File: src/rtl/lwd_pkg.sv
package lwd_pkg;
    typedef enum logic [2:0] {
        ST_IDLE,
        ST_RUN,
        ST_PAD,
        ST_TAIL,
        ST_HOLD
    } lwd_state_t;
endpackage

File: src/rtl/lwd_in_align.sv
module lwd_in_align (
    input  logic clk,
    input  logic rst_n,
    input  logic wei_in,
    input  logic in_shift,
    output logic wei_eff,
    output logic rise
);
    logic wei_d1;
    logic eff_prev;

    always_ff @(posedge clk or negedge rst_n) begin
        if (!rst_n) begin
            wei_d1   <= 1'b0;
            eff_prev <= 1'b0;
        end else begin
            wei_d1   <= wei_in;
            eff_prev <= wei_eff;
        end
    end

    assign wei_eff = in_shift ? wei_d1 : wei_in;
    assign rise    = wei_eff & ~eff_prev;
endmodule

File: src/rtl/lwd_line_fsm.sv
module lwd_line_fsm
    import lwd_pkg::*;
#(
    parameter int PROG_W     = 8,
    parameter int LUMA_SHIFT = 2,
    parameter int ODD_SKIP   = 2,
    localparam int CNT_W     = PROG_W + LUMA_SHIFT + 2,
    localparam int TAIL_W    = $clog2(ODD_SKIP + 1)
) (
    input  logic              clk,
    input  logic              rst_n,
    input  logic              wei_eff,
    input  logic              rise,
    input  logic              smp_vld,
    input  logic [PROG_W-1:0] prog_cnt,
    input  logic              split_en,
    output lwd_state_t        st,
    output logic              slot,
    output logic [CNT_W-1:0]  slot_idx,
    output logic [CNT_W-1:0]  target,
    output logic              tail_act
);
    lwd_state_t        nxt;
    lwd_state_t        done_st;
    logic [CNT_W-1:0]  cnt_q;
    logic [CNT_W-1:0]  base;
    logic [TAIL_W-1:0] tail_q;
    logic              last;

    assign base     = CNT_W'(prog_cnt) + CNT_W'(1);
    assign target   = split_en ? (base << (LUMA_SHIFT + 1)) : (base << LUMA_SHIFT);
    assign slot_idx = (st == ST_IDLE) ? '0 : cnt_q;
    assign last     = (slot_idx + CNT_W'(1)) == target;
    assign tail_act = (st == ST_TAIL);
    assign done_st  = split_en ? ST_TAIL : (wei_eff ? ST_HOLD : ST_IDLE);

    // state register
    always_ff @(posedge clk or negedge rst_n) begin
        if (!rst_n) begin
            st     <= ST_IDLE;
            cnt_q  <= '0;
            tail_q <= '0;
        end else begin
            st     <= nxt;
            cnt_q  <= slot_idx + CNT_W'(slot);
            tail_q <= (st == ST_TAIL) ? tail_q + TAIL_W'(1) : '0;
        end
    end

    // per-state slot output
    always_comb begin
        slot = 1'b0;
        unique case (st)
            ST_IDLE: slot = rise & smp_vld;
            ST_RUN:  slot = wei_eff ? smp_vld : 1'b1;
            ST_PAD:  slot = 1'b1;
            ST_TAIL: slot = 1'b0;
            ST_HOLD: slot = 1'b0;
            default: slot = 1'b0;
        endcase
    end

    // next state
    always_comb begin
        nxt = st;
        unique case (st)
            ST_IDLE: if (rise) nxt = (slot && last) ? done_st : ST_RUN;
            ST_RUN: begin
                if (slot && last)  nxt = done_st;
                else if (!wei_eff) nxt = ST_PAD;
            end
            ST_PAD:  if (last) nxt = done_st;
            ST_TAIL: if (tail_q == TAIL_W'(ODD_SKIP - 1)) nxt = wei_eff ? ST_HOLD : ST_IDLE;
            ST_HOLD: if (!wei_eff) nxt = ST_IDLE;
            default: nxt = ST_IDLE;
        endcase
    end
endmodule

File: src/rtl/lwd_stream_route.sv
module lwd_stream_route #(
    parameter int CNT_W    = 12,
    parameter int ODD_SKIP = 2
) (
    input  logic             clk,
    input  logic             rst_n,
    input  logic             slot,
    input  logic [CNT_W-1:0] slot_idx,
    input  logic             tail_act,
    input  logic             split_en,
    input  logic             out_shift,
    output logic             main_raw,
    output logic             odd_raw,
    output logic             we_main,
    output logic             we_odd
);
    localparam logic [CNT_W-1:0] FIRST_ODD = CNT_W'(2 * ODD_SKIP);

    logic [1:0] raw;
    logic [1:0] lane_out;

    assign main_raw = slot & (~split_en | ~slot_idx[0]);
    assign odd_raw  = split_en & ((slot & slot_idx[0] & (slot_idx >= FIRST_ODD)) | tail_act);
    assign raw      = {odd_raw, main_raw};

    for (genvar s = 0; s < 2; s++) begin : g_lane
        logic d1;
        logic d2;
        always_ff @(posedge clk or negedge rst_n) begin
            if (!rst_n) begin
                d1 <= 1'b0;
                d2 <= 1'b0;
            end else begin
                d1 <= raw[s];
                d2 <= d1;
            end
        end
        assign lane_out[s] = out_shift ? d2 : d1;
    end

    assign we_main = lane_out[0];
    assign we_odd  = lane_out[1];
endmodule

File: src/rtl/line_we_dist.sv
module line_we_dist
    import lwd_pkg::*;
#(
    parameter int PROG_W     = 8,
    parameter int LUMA_SHIFT = 2,
    parameter int ODD_SKIP   = 2,
    localparam int CNT_W     = PROG_W + LUMA_SHIFT + 2
) (
    input  logic              clk,
    input  logic              rst_n,
    input  logic              wei_in,
    input  logic              smp_vld,
    input  logic [PROG_W-1:0] prog_cnt,
    input  logic              split_en,
    input  logic              in_shift,
    input  logic              out_shift,
    output logic              we_main,
    output logic              we_odd
);
    logic             wei_eff;
    logic             rise;
    lwd_state_t       st;
    logic             slot;
    logic [CNT_W-1:0] slot_idx;
    logic [CNT_W-1:0] target;
    logic             tail_act;
    logic             main_raw;
    logic             odd_raw;

    lwd_in_align u_align (
        .clk      (clk),
        .rst_n    (rst_n),
        .wei_in   (wei_in),
        .in_shift (in_shift),
        .wei_eff  (wei_eff),
        .rise     (rise)
    );

    lwd_line_fsm #(
        .PROG_W     (PROG_W),
        .LUMA_SHIFT (LUMA_SHIFT),
        .ODD_SKIP   (ODD_SKIP)
    ) u_fsm (
        .clk      (clk),
        .rst_n    (rst_n),
        .wei_eff  (wei_eff),
        .rise     (rise),
        .smp_vld  (smp_vld),
        .prog_cnt (prog_cnt),
        .split_en (split_en),
        .st       (st),
        .slot     (slot),
        .slot_idx (slot_idx),
        .target   (target),
        .tail_act (tail_act)
    );

    lwd_stream_route #(
        .CNT_W    (CNT_W),
        .ODD_SKIP (ODD_SKIP)
    ) u_route (
        .clk       (clk),
        .rst_n     (rst_n),
        .slot      (slot),
        .slot_idx  (slot_idx),
        .tail_act  (tail_act),
        .split_en  (split_en),
        .out_shift (out_shift),
        .main_raw  (main_raw),
        .odd_raw   (odd_raw),
        .we_main   (we_main),
        .we_odd    (we_odd)
    );
endmodule

File: config.mk
export PLATFORM = sky130hd
export DESIGN_NAME = line_we_dist
export DESIGN_NICKNAME = d
export VERILOG_FILES = /design/src/rtl/lwd_pkg.sv /design/src/rtl/lwd_in_align.sv /design/src/rtl/lwd_line_fsm.sv /design/src/rtl/lwd_stream_route.sv /design/src/rtl/line_we_dist.sv
export SDC_FILE = /design/constraint.sdc
export NUM_CORES = 1
export LEC_CHECK = 0
export BUFFER_PORTS_ARGS = -buffer_cell sky130_fd_sc_hd__buf_2
export CAP_MARGIN = 20
export CORE_MARGIN = 4
export CORE_UTILIZATION = 28
export CTS_BUF_LIST = sky130_fd_sc_hd__clkbuf_4 sky130_fd_sc_hd__clkbuf_8
export DETAILED_ROUTE_END_ITERATION = 10
export PLACE_DENSITY = 0.43
export SYNTH_ARGS = -nofsm -noshare
export SYNTH_HDL_FRONTEND = slang
export SYNTH_SLANG_ARGS = --single-unit
File: constraint.sdc
create_clock -name clk -period 3.8 [get_ports clk]
set_input_delay 0.57 -clock clk [delete_from_list [all_inputs] [get_ports clk]]
set_output_delay 0.57 -clock clk [all_outputs]
set_load 0.05 [all_outputs]
==> flow_summary.ini, run 1 <==
[detailed_routing]
num_vias = 1649
drtIter0Drc = 83
drc = 0
totalWireLength_mm = 4.52
wl_per_cell_um = 14.3
ant_nets = 0
dr.pass1.iters = 4
viasPerCell = 5.20

[grt]
grt_max_degree = 30
grtUsageMet3_pct = 2.17
grt_pass1_wl_mm = 7.88
grt_pass1_vias = 1576
grtUsageMet2_pct = 16.8
grt_overflow = 0
grt.busiest_layer = met1
grt_antenna_before_repair = 0
grt_usage_pct = 11.5
grt_use_met1_pct = 17.2

[power_and_ir_drop]
peakVddDrop_mv = 0.166
p_clk_share_pct = 15.0
pwr-share-comb_pct = 48.7
power_frac_seq_pct = 36.4
intPower_mw = 0.579
swShare_pct = 45.0
netSwitchingPower_mw = 0.474
p_leak_nw = 0.812
power_density_nw_per_um2 = 507

[run]
cap_violations = 0

[clocking]
root_buffer = clkbuf_8
cts_tree = done
cts-resized-gates = 0
cts_buffers = 3
postCtsHoldBufs = 0
postCtsSetupBuffers = 0
clock-sinks = 23
cts_buffer_depth = 2
h-tree-depth = 1
clk_latency_ns = 0.27
clk_pin_slew_ns = 0.09

[final_layout]
nets = 260
drive_above_1_share_pct = 15.8
area_growth_syn_to_layout_pct = 8.93
seq_area_um2 = 576
diodes = 0
multiInputGateArea_um2 = 1210
final_cell_area_um2 = 2080
fill_cells = 691

[floorplanning]
initial_core_util_pct = 29.3
die_area_um2 = 8190
core_um2 = 6490
num_io_pins = 17
rows = 29
die_x_um = 90.5
die_y_um = 90.5

[sta]
finalMaxSlewViolations = 0
tightestPinTransition_ns = 0.521
fin_crit_ns = 2.97
layout_worst_path_cycle_share_pct = 78.3
hold_violations = 0
setup_viol_count_final = 0
fin_skew_ns = 0.00393
rsz0062_at_grt = false
clock.fmax_mhz = 336
finalSetupTns_ns = 0
max_slew_margin_pct = 64.3

[yosys]
ys_seq_area_share_pct = 30.2
synth_edf_count = 0
ys_async_sr_fraction_pct = 100
syn_area_um2 = 1910
syn_avg_cell_area_um2 = 8.25
synth_warnings = 0
synthFlopType = dfrtp_1
netlist_instances = 231
synth_fp_nets = 250
synth_cell_types = 53
synth-seq-cells = 23

[worst_setup_path]
path_class = in -> reg
start_kind = input port
worst-path-max-fanout = 9
cp-end-kind = register
critical_path_arrival_ns = 3.13
worst_r2r_startpoint = u_fsm.st[1]$_DFFE_PN0P_
critPathLaunch = prog_cnt[0]
slowest_delay_ns = 0.35
cp_slowest_cell = ha_1
crit_chain = buf_2, ha_1, xor2_1, mux2i_1, xnor2_1, a2111oi_0, and4b_1, nand4_1, o31ai_2, o21ai_1, a211o_1
required_ns = 3.96
reg2reg_depth = 10

[hold_path]
hp-class = in -> async

[placed_design]
place_area_um2 = 2030
portBuffers = 16
dp_hpwl_mm = 3.38
routabilityCongestion = 0.819

[outcome]
status = finished clean
## worst max-delay path, delay by kind of cell
family          cells  cell delay [ns]
simple gates        2             0.45
compound gates      4             1.12
mux                 1             0.11
xor+xnor            2             0.36
fa+ha+maj           1             0.35
buf+inv             1             0.17
## power by group through the flow
stage | logic [mW] | clock network [mW] | registers [mW]
2_1_floorplan | 0.402 | 0 | 0.337
3_3_place_gp | 0.520 | 0 | 0.388
3_5_place_dp | 0.517 | 0 | 0.387
4_1_cts | 0.519 | 0.170 | 0.383
5_1_grt | 0.575 | 0.181 | 0.398
6_report | 0.512 | 0.158 | 0.383
## metal layers
| metal | wire length (µm) | vias up |
|---|---|---|
| li1 | - | 852 |
| met1 | 2390 | 760 |
| met2 | 1930 | 35 |
| met3 | 167 | 2 |
| met4 | 36 | 0 |
| met5 | 0 | - |
## synth_stat cells (2+ instances only)
cell,count,area (µm²)
dfrtp_1,23,576
nand2_1,21,78.8
nor2_1,21,78.8
nand3_1,14,70.1
o21ai_0,14,70.1
xnor2_1,14,123
nor3_1,13,65.1
xor2_1,10,87.6
a21oi_1,8,40.0
inv_1,8,30.0
buf_2,6,30.0
clkbuf_1,6,22.5
nand4_1,5,31.3
ha_1,4,50.1
nor4_1,4,25.0
and3_1,3,18.8
mux2i_1,3,30.0
nor2b_1,3,18.8
o21a_1,3,22.5
o21ai_1,3,15.0
or3_1,3,18.8
a21boi_0,2,15.0
a31oi_1,2,12.5
and2_1,2,12.5
and4_1,2,17.5
buf_4,2,15.0
buf_6,2,22.5
mux2_2,2,22.5
o22a_1,2,17.5
o31ai_1,2,15.0
or3_4,2,22.5
## sequential cells by signal, summed over array words and instances, names as in the netlist
register	flops
u_align.eff_prev	1
u_align.wei_d1	1
u_fsm.cnt_q	12
u_fsm.st	3
u_fsm.tail_q	2
u_route.g_lane.d1	2
u_route.g_lane.d2	2
## cell type report
| class | count | area share, % |
|---|---|---|
| multi-input cells | 184 | 58.3 |
| flip-flops and latches | 23 | 27.7 |
| repair buffers | 21 | 5.67 |
| well taps | 77 | 4.64 |
| clock buffers | 3 | 1.99 |
| inverters | 8 | 1.45 |
| clock inverters | 1 | 0.241 |
## stage by stage
step | hold slack (ns) | setup WS, ns | util [%] | std cells | power [mW]
detailed placement | 0.369 | 0.535 | 31.2 | 313 | 0.904
global route | 0.314 | 0.571 | 32.0 | 317 | 1.15
CTS | 0.290 | 0.810 | 32.0 | 317 | 1.07
finish | 0.276 | 0.826 | 32.0 | 317 | 1.05
global placement | 0.362 | 0.578 | 31.2 | 313 | 0.908
floorplan | 0.274 | 1.04 | - | 231 | 0.739
## layout by cell type, fill, tap and decap left out, drive strengths merged, types with 2 or more instances in the layout
master and instances:
o21a 3, xor2 10, nor2 21, and4 3
and3 3, o41ai 2, dfrtp 23, nor3 13
o21ai 17, nor2b 3, xnor2 14, mux2i 3
nand2 21, mux2 4, a21oi 8, o31ai 3
ha 4, o22a 2, buf 21, clkbuf 3
nand3 15, inv 8, or3 5, a31oi 2
nor4 5, nand4 5, a21boi 2, and2 2
## path summary, 6_finish.rpt
check	slack [ns]	endpoint
max reg2reg	0.87	u_fsm.st[0]$_DFFE_PN0P_
min in group clk	0.38	u_route.g_lane[1].d2$_DFF_PN0_
min reg2reg	0.38	u_route.g_lane[1].d2$_DFF_PN0_
max	0.83	u_fsm.st[0]$_DFFE_PN0P_
min	0.28	u_fsm.cnt_q[1]$_DFF_PN0_
max in group asynchronous	3.16	u_fsm.st[2]$_DFFE_PN0P_
## cells by family (layout without fill, tap and decap cells)
family / Yosys count / after routing / share of synthesized area [%]
DFF: 23 / 23 / 30.2
adders and majority gates: 4 / 4 / 2.63
xor gates and xnor gates: 24 / 24 / 11.0
buffers and inverters: 24 / 33 / 6.30
AOI/OAI and AO/OA: 48 / 48 / 17.4
and+or+nand+nor: 101 / 101 / 28.3
muxes: 7 / 7 / 4.14
(Power assumes the default switching activity.)
==> inputs of run 2 (changes only) <==
--- a/config.mk
+++ b/config.mk
@@ -11,7 +11,7 @@
 export CORE_UTILIZATION = 28
 export CTS_BUF_LIST = sky130_fd_sc_hd__clkbuf_4 sky130_fd_sc_hd__clkbuf_8
 export DETAILED_ROUTE_END_ITERATION = 10
-export PLACE_DENSITY = 0.43
+export PLACE_DENSITY = 0.44
 export SYNTH_ARGS = -nofsm -noshare
 export SYNTH_HDL_FRONTEND = slang
 export SYNTH_SLANG_ARGS = --single-unit
==> constraint.sdc (replaced) <==
create_clock -name clk -period 2.4 [get_ports clk]
set_input_delay 0.36 -clock clk [delete_from_list [all_inputs] [get_ports clk]]
set_output_delay 0.36 -clock clk [all_outputs]
set_load 0.05 [all_outputs]
==> run 2 against run 1 <==
Effect of this change:
- the flow now finishes with violations (negative setup slack)
- largest power group unchanged
- critical path type is now reg -> reg
- via count rose by 12%
- register-to-register slack worse by 1.0 ns
- clock power increased by 63%
==> flow_summary.ini, run 2 (same netlist as run 1, synthesis figures left out) <==
[power_and_ir_drop]
peakVddDrop_mv = 0.261
p_leak_nw = 1.07
intPower_mw = 1.19
power_frac_seq_pct = 25.7
pwr-share-comb_pct = 62.0
power_density_nw_per_um2 = 805
swShare_pct = 43.0
p_clk_share_pct = 12.3
netSwitchingPower_mw = 0.898

[worst_setup_path]
worst-path-max-fanout = 5
path_class = reg -> reg
required_ns = 2.62
start_kind = register
cp-end-kind = register
critPathLaunch = u_fsm.cnt_q[1]$_DFF_PN0_
critical_path_arrival_ns = 2.75
worst_r2r_startpoint = u_fsm.cnt_q[1]$_DFF_PN0_

[grt]
grt_usage_pct = 13.0
grt_pass1_vias = 1871
grt_pass1_wl_mm = 8.94
grt_max_degree = 25
grt_overflow = 0
grt_antenna_before_repair = 0

[detailed_routing]
dr.pass1.iters = 4
drtIter0Drc = 83
viasPerCell = 5.09
drc = 0
ant_nets = 0
totalWireLength_mm = 5.08
wl_per_cell_um = 14.0
num_vias = 1852

[sta]
finalMaxSlewViolations = 0
hold_violations = 0
setup_ws_ns = -0.135
tightestPinTransition_ns = 0.558
clock.fmax_mhz = 395
fin_skew_ns = 0.00195
max_slew_margin_pct = 62.8
layout_worst_path_cycle_share_pct = 106
setup_viol_count_final = 3
fin_crit_ns = 2.53
rsz0062_at_grt = true
finalSetupTns_ns = -0.268

[clocking]
postCtsHoldBufs = 0
h-tree-depth = 1
cts_buffers = 3
cts_buffer_depth = 2
root_buffer = clkbuf_8
clk_latency_ns = 0.27
cts_tree = done
clock-sinks = 23
clk_pin_slew_ns = 0.09

[floorplanning]
die_area_um2 = 8190
num_io_pins = 17
core_um2 = 6490
die_x_um = 90.5
die_y_um = 90.5
rows = 29
initial_core_util_pct = 29.3

[outcome]
status = complete, but fails checks
violations = negative setup slack

[final_layout]
fill_cells = 681
final_common_cell = buf_4
finish.utilization_pct = 39.9
nets = 307
top_register = u_fsm.cnt_q
top_regs = u_fsm.cnt_q x12, u_fsm.st x3
diodes = 0
area_growth_syn_to_layout_pct = 36.1
largest_register_ffs = 12
final_cell_mix = 47 x buf_4, 21 x dfrtp_1, 20 x nor2_1, 19 x nand2_1, 16 x buf_2
drive_above_1_share_pct = 38.7

[placed_design]
portBuffers = 16
dp_hpwl_mm = 3.70
routabilityCongestion = 0.809

[run]
cap_violations = 0

[hold_path]
hp-class = in -> async
run 2: power by group through the flow:
| stage | sequential (mW) | clock, mW | combinational (mW) |
|---|---|---|---|
| finish | 0.537 | 0.257 | 1.29 |
| global route | 0.548 | 0.282 | 1.43 |
| CTS | 0.541 | 0.269 | 1.22 |
| detailed placement | 0.550 | 0 | 1.08 |
| global placement | 0.548 | 0 | 1.09 |
| floorplan | 0.534 | 0 | 0.643 |
run 2: worst paths after layout:
kind,endpoint,slack [ns],cells past startpoint
setup reg to reg,u_fsm.st[0]$_DFFE_PN0P_,-0.13,10
hold reg to reg,u_route.g_lane[1].d2$_DFF_PN0_,0.38,0
max in group asynchronous,u_fsm.cnt_q[3]$_DFF_PN0_,1.94,1
setup / recovery,u_fsm.st[0]$_DFFE_PN0P_,-0.13,10
min in group clk,u_align.wei_d1$_DFF_PN0_,0.20,1
hold / removal,u_fsm.cnt_q[4]$_DFF_PN0_,0.07,1
run 2: stage by stage:
step,setup slack (ns),area (µm²),hold WS [ns],std cells,total power [mW]
after global routing,-0.241,2590,0.109,364,2.26
after global placement,-0.452,2340,0.359,353,1.64
final,-0.135,2590,0.0695,364,2.09
after CTS,-0.0600,2520,0.0779,360,2.03
after detailed placement,-0.444,2340,0.362,353,1.63
after floorplan,-0.0691,1920,0.0644,231,1.18
run 2: timing repair:
| item | in CTS | in global routing |
|---|---|---|
| setup buffers | 4 | 4 |
| pin swaps | 13 | 3 |
| setup endpoints to repair | 3 | 11 |
| gates resized for setup | 27 | 10 |
run 2: cell type report:
cell class                 count  area, µm²  share of cell area [%]
clock buffer                   3       41.3                    1.59
timing repair buffer          68        489                    18.9
sequential                    23        578                    22.3
tap                           77       96.3                    3.71
clock inverter                 1       5.00                   0.193
inverter                       8       30.0                    1.16
multi-input combinational    184       1350                    52.2
run 2: critical path, stage by stage (launching register included):
cell and delay (ns):
dfrtp_1 0.37, buf_4 0.12, nand2_2 0.07, buf_6 0.13
or4_4 0.54, nor2_2 0.10, nand3_1 0.07, mux2_4 0.31
or3_4 0.35, nor4b_2 0.28, a211o_1 0.13
run 2: per-layer routing:
metal | vias to the layer above | GRT usage, % | share of wire (%) | wire length [µm]
li1 | 949 | - | - | -
met1 | 872 | 18.1 | 51 | 2570
met2 | 27 | 20.6 | 45 | 2310
met3 | 4 | 2.08 | 2.7 | 138
met4 | 0 | 4.08 | 1.1 | 58
met5 | - | 0 | 0 | 0
==> inputs of run 3 (changes only) <==
--- a/config.mk
+++ b/config.mk
@@ -5,6 +5,7 @@
 export SDC_FILE = /design/constraint.sdc
 export NUM_CORES = 1
 export LEC_CHECK = 0
+export ABC_AREA = 1
 export BUFFER_PORTS_ARGS = -buffer_cell sky130_fd_sc_hd__buf_2
 export CAP_MARGIN = 20
 export CORE_MARGIN = 4
@@ -12,6 +13,7 @@
 export CTS_BUF_LIST = sky130_fd_sc_hd__clkbuf_4 sky130_fd_sc_hd__clkbuf_8
 export DETAILED_ROUTE_END_ITERATION = 10
 export PLACE_DENSITY = 0.44
+export SLEW_MARGIN = 20
 export SYNTH_ARGS = -nofsm -noshare
 export SYNTH_HDL_FRONTEND = slang
 export SYNTH_SLANG_ARGS = --single-unit
==> run 3 against run 2 <==
Effect of this change:
- worst hold slack worse by 0.013 ns
- total power down 15%
- the run now ends clean
- design area down 1.1%
- register-to-register slack better by 0.24 ns
==> flow_summary.ini, run 3 <==
[outcome]
status = finished clean

[detailed_routing]
num_vias = 2078
drc = 0
totalWireLength_mm = 5.75
dr.pass1.iters = 4
ant_nets = 0
drtIter0Drc = 98
viasPerCell = 4.59
wl_per_cell_um = 12.7

[clocking]
clock-sinks = 23
h-tree-depth = 1
cts_buffers = 3
cts_buffer_depth = 2
cts_tree = done
clk_latency_ns = 0.27
clk_pin_slew_ns = 0.09
root_buffer = clkbuf_8
postCtsHoldBufs = 0

[final_layout]
final_cell_area_um2 = 2560
fill_cells = 824
largest_register_ffs = 12
final_cell_mix = 91 x nand2_1, 42 x inv_1, 39 x nand3_1, 27 x nor2_1, 23 x dfrtp_1
seq_area_um2 = 576
diodes = 0
drive_above_1_share_pct = 25.4
final_common_cell = nand2_1
nets = 374
finish.utilization_pct = 35.6
area_growth_syn_to_layout_pct = 23.6
top_register = u_fsm.cnt_q
fin_cells = 453
multiInputGateArea_um2 = 1420
top_regs = u_fsm.cnt_q x12, u_fsm.st x3

[sta]
layout_worst_path_cycle_share_pct = 95.6
finalMaxSlewViolations = 0
fin_skew_ns = 0.00298
hold_slack_ns = 0.0568
hold_violations = 0
max_slew_margin_pct = 65.4
finalSetupTns_ns = 0
clock.fmax_mhz = 436
setup_viol_count_final = 0
setup_ws_ns = 0.107
fin_crit_ns = 2.29
tightestPinTransition_ns = 0.518
rsz0062_at_grt = true

[yosys]
synth_cell_types = 26
synth_warnings = 0
ys_async_sr_fraction_pct = 100
ys_seq_area_share_pct = 27.7
synth_fp_nets = 336
syn_avg_cell_area_um2 = 6.55
netlist_instances = 317
synthFlopType = dfrtp_1
synth_top_area_cell = dfrtp_1
synthTopCellsByCount = 98 x nand2_1, 45 x nand3_1, 43 x inv_1, 28 x nor2_1, 23 x dfrtp_1
synth-seq-cells = 23
synth.most_common_cell = nand2_1
syn_area_um2 = 2080
ys_top_cells_by_area = dfrtp_1 28%, nand2_1 18%, nand3_1 11%, inv_1 7.8%, nor2_1 5.1%
synth_edf_count = 0
synth_top_area_share_pct = 27.7

[worst_setup_path]
start_kind = register
slowest_delay_ns = 0.44
cp-end-kind = register
critPathTopFamily = simple AND/OR/NAND/NOR gates
crit_buf_inv = 2
crit_chain = nor2_4, buf_4, nand2_4, nand3_2, nor2_4, nand2_1, nand2_1, nand3_1, nand2_1, nand3_2, nor2_4, buf_4, nand4_1, a21oi_2, nand3_1, nand2_2
cp_slowest_cell = dfrtp_1
worst-path-max-fanout = 6
required_ns = 2.61
critical_path_arrival_ns = 2.51
path_class = reg -> reg

[placed_design]
dp_hpwl_mm = 4.38
portBuffers = 16
post-place-cells = 438
routabilityCongestion = 0.842
pre_cts_slack_ns = 0.0556
place_area_um2 = 2320

[power_and_ir_drop]
power_density_nw_per_um2 = 691
peakVddDrop_mv = 0.393
finalPower_mw = 1.77
p_leak_nw = 1.34

[grt]
grt_usage_pct = 13.3
grt_overflow = 0
grt_max_degree = 24
grt_pass1_vias = 1969
grt_antenna_before_repair = 0
grt_pass1_wl_mm = 9.37

[floorplanning]
die_y_um = 94.1
die_area_um2 = 8850
initial_core_util_pct = 28.8
num_io_pins = 17
core_um2 = 7210
rows = 31
die_x_um = 94.1

[hold_path]
hp-class = in -> async

[run]
cap_violations = 0
run 3: final cells by class:
cell class | count | share of cell area [%]
clock buffers | 3 | 1.61
multi-input cells | 247 | 55.5
repair buffers | 35 | 8.83
inverters | 45 | 6.59
clock inverters | 1 | 0.195
well taps | 99 | 4.83
flip-flops and latches | 23 | 22.4
run 3: repair_timing:
action	in CTS	in global routing
endpoints found under the setup margin	0	5
endpoints found under the hold margin	0	0
gates resized for setup	0	26
buffers inserted	0	10
run 3: worst paths after layout:
kind,startpoint,to,slack [ns],cells past startpoint
worst max-delay path,u_fsm.st[1]$_DFFE_PN0P_,u_fsm.st[0]$_DFFE_PN0P_,0.11,16
worst min register to register,u_route.g_lane[1].d1$_DFF_PN0_,u_route.g_lane[1].d2$_DFF_PN0_,0.39,0
max in group asynchronous,rst_n,u_fsm.cnt_q[4]$_DFF_PN0_,2.00,1
worst max register to register,u_fsm.st[1]$_DFFE_PN0P_,u_fsm.st[0]$_DFFE_PN0P_,0.11,16
worst min-delay path,rst_n,u_route.g_lane[1].d2$_DFF_PN0_,0.06,1
min in group clk,wei_in,u_align.wei_d1$_DFF_PN0_,0.21,1
run 3: routing by layer:
layer | global-route usage [%] | vias up | wire length (µm)
met4 | 3.85 | 0 | 47
li1 | - | 1095 | -
met5 | 0 | - | 0
met1 | 18.6 | 958 | 2860
met3 | 1.84 | 4 | 137
met2 | 21.1 | 21 | 2710
run 3: cell families (layout without fill, tap and decap cells):
| family | count (synthesis) | after routing | synth area share, % |
|---|---|---|---|
| buf+inv | 49 | 84 | 10.0 |
| flops | 23 | 23 | 27.7 |
| xor+xnor | 11 | 11 | 4.64 |
| compound gates | 13 | 13 | 3.62 |
| mux | 2 | 2 | 1.08 |
| fa+ha+maj | 4 | 4 | 2.41 |
| simple gates | 215 | 217 | 50.5 |
run 3: report_power, final:
part,internal [mW],switching [mW]
clock network,0.116,0.132
registers,0.464,0.0781
logic,0.366,0.617
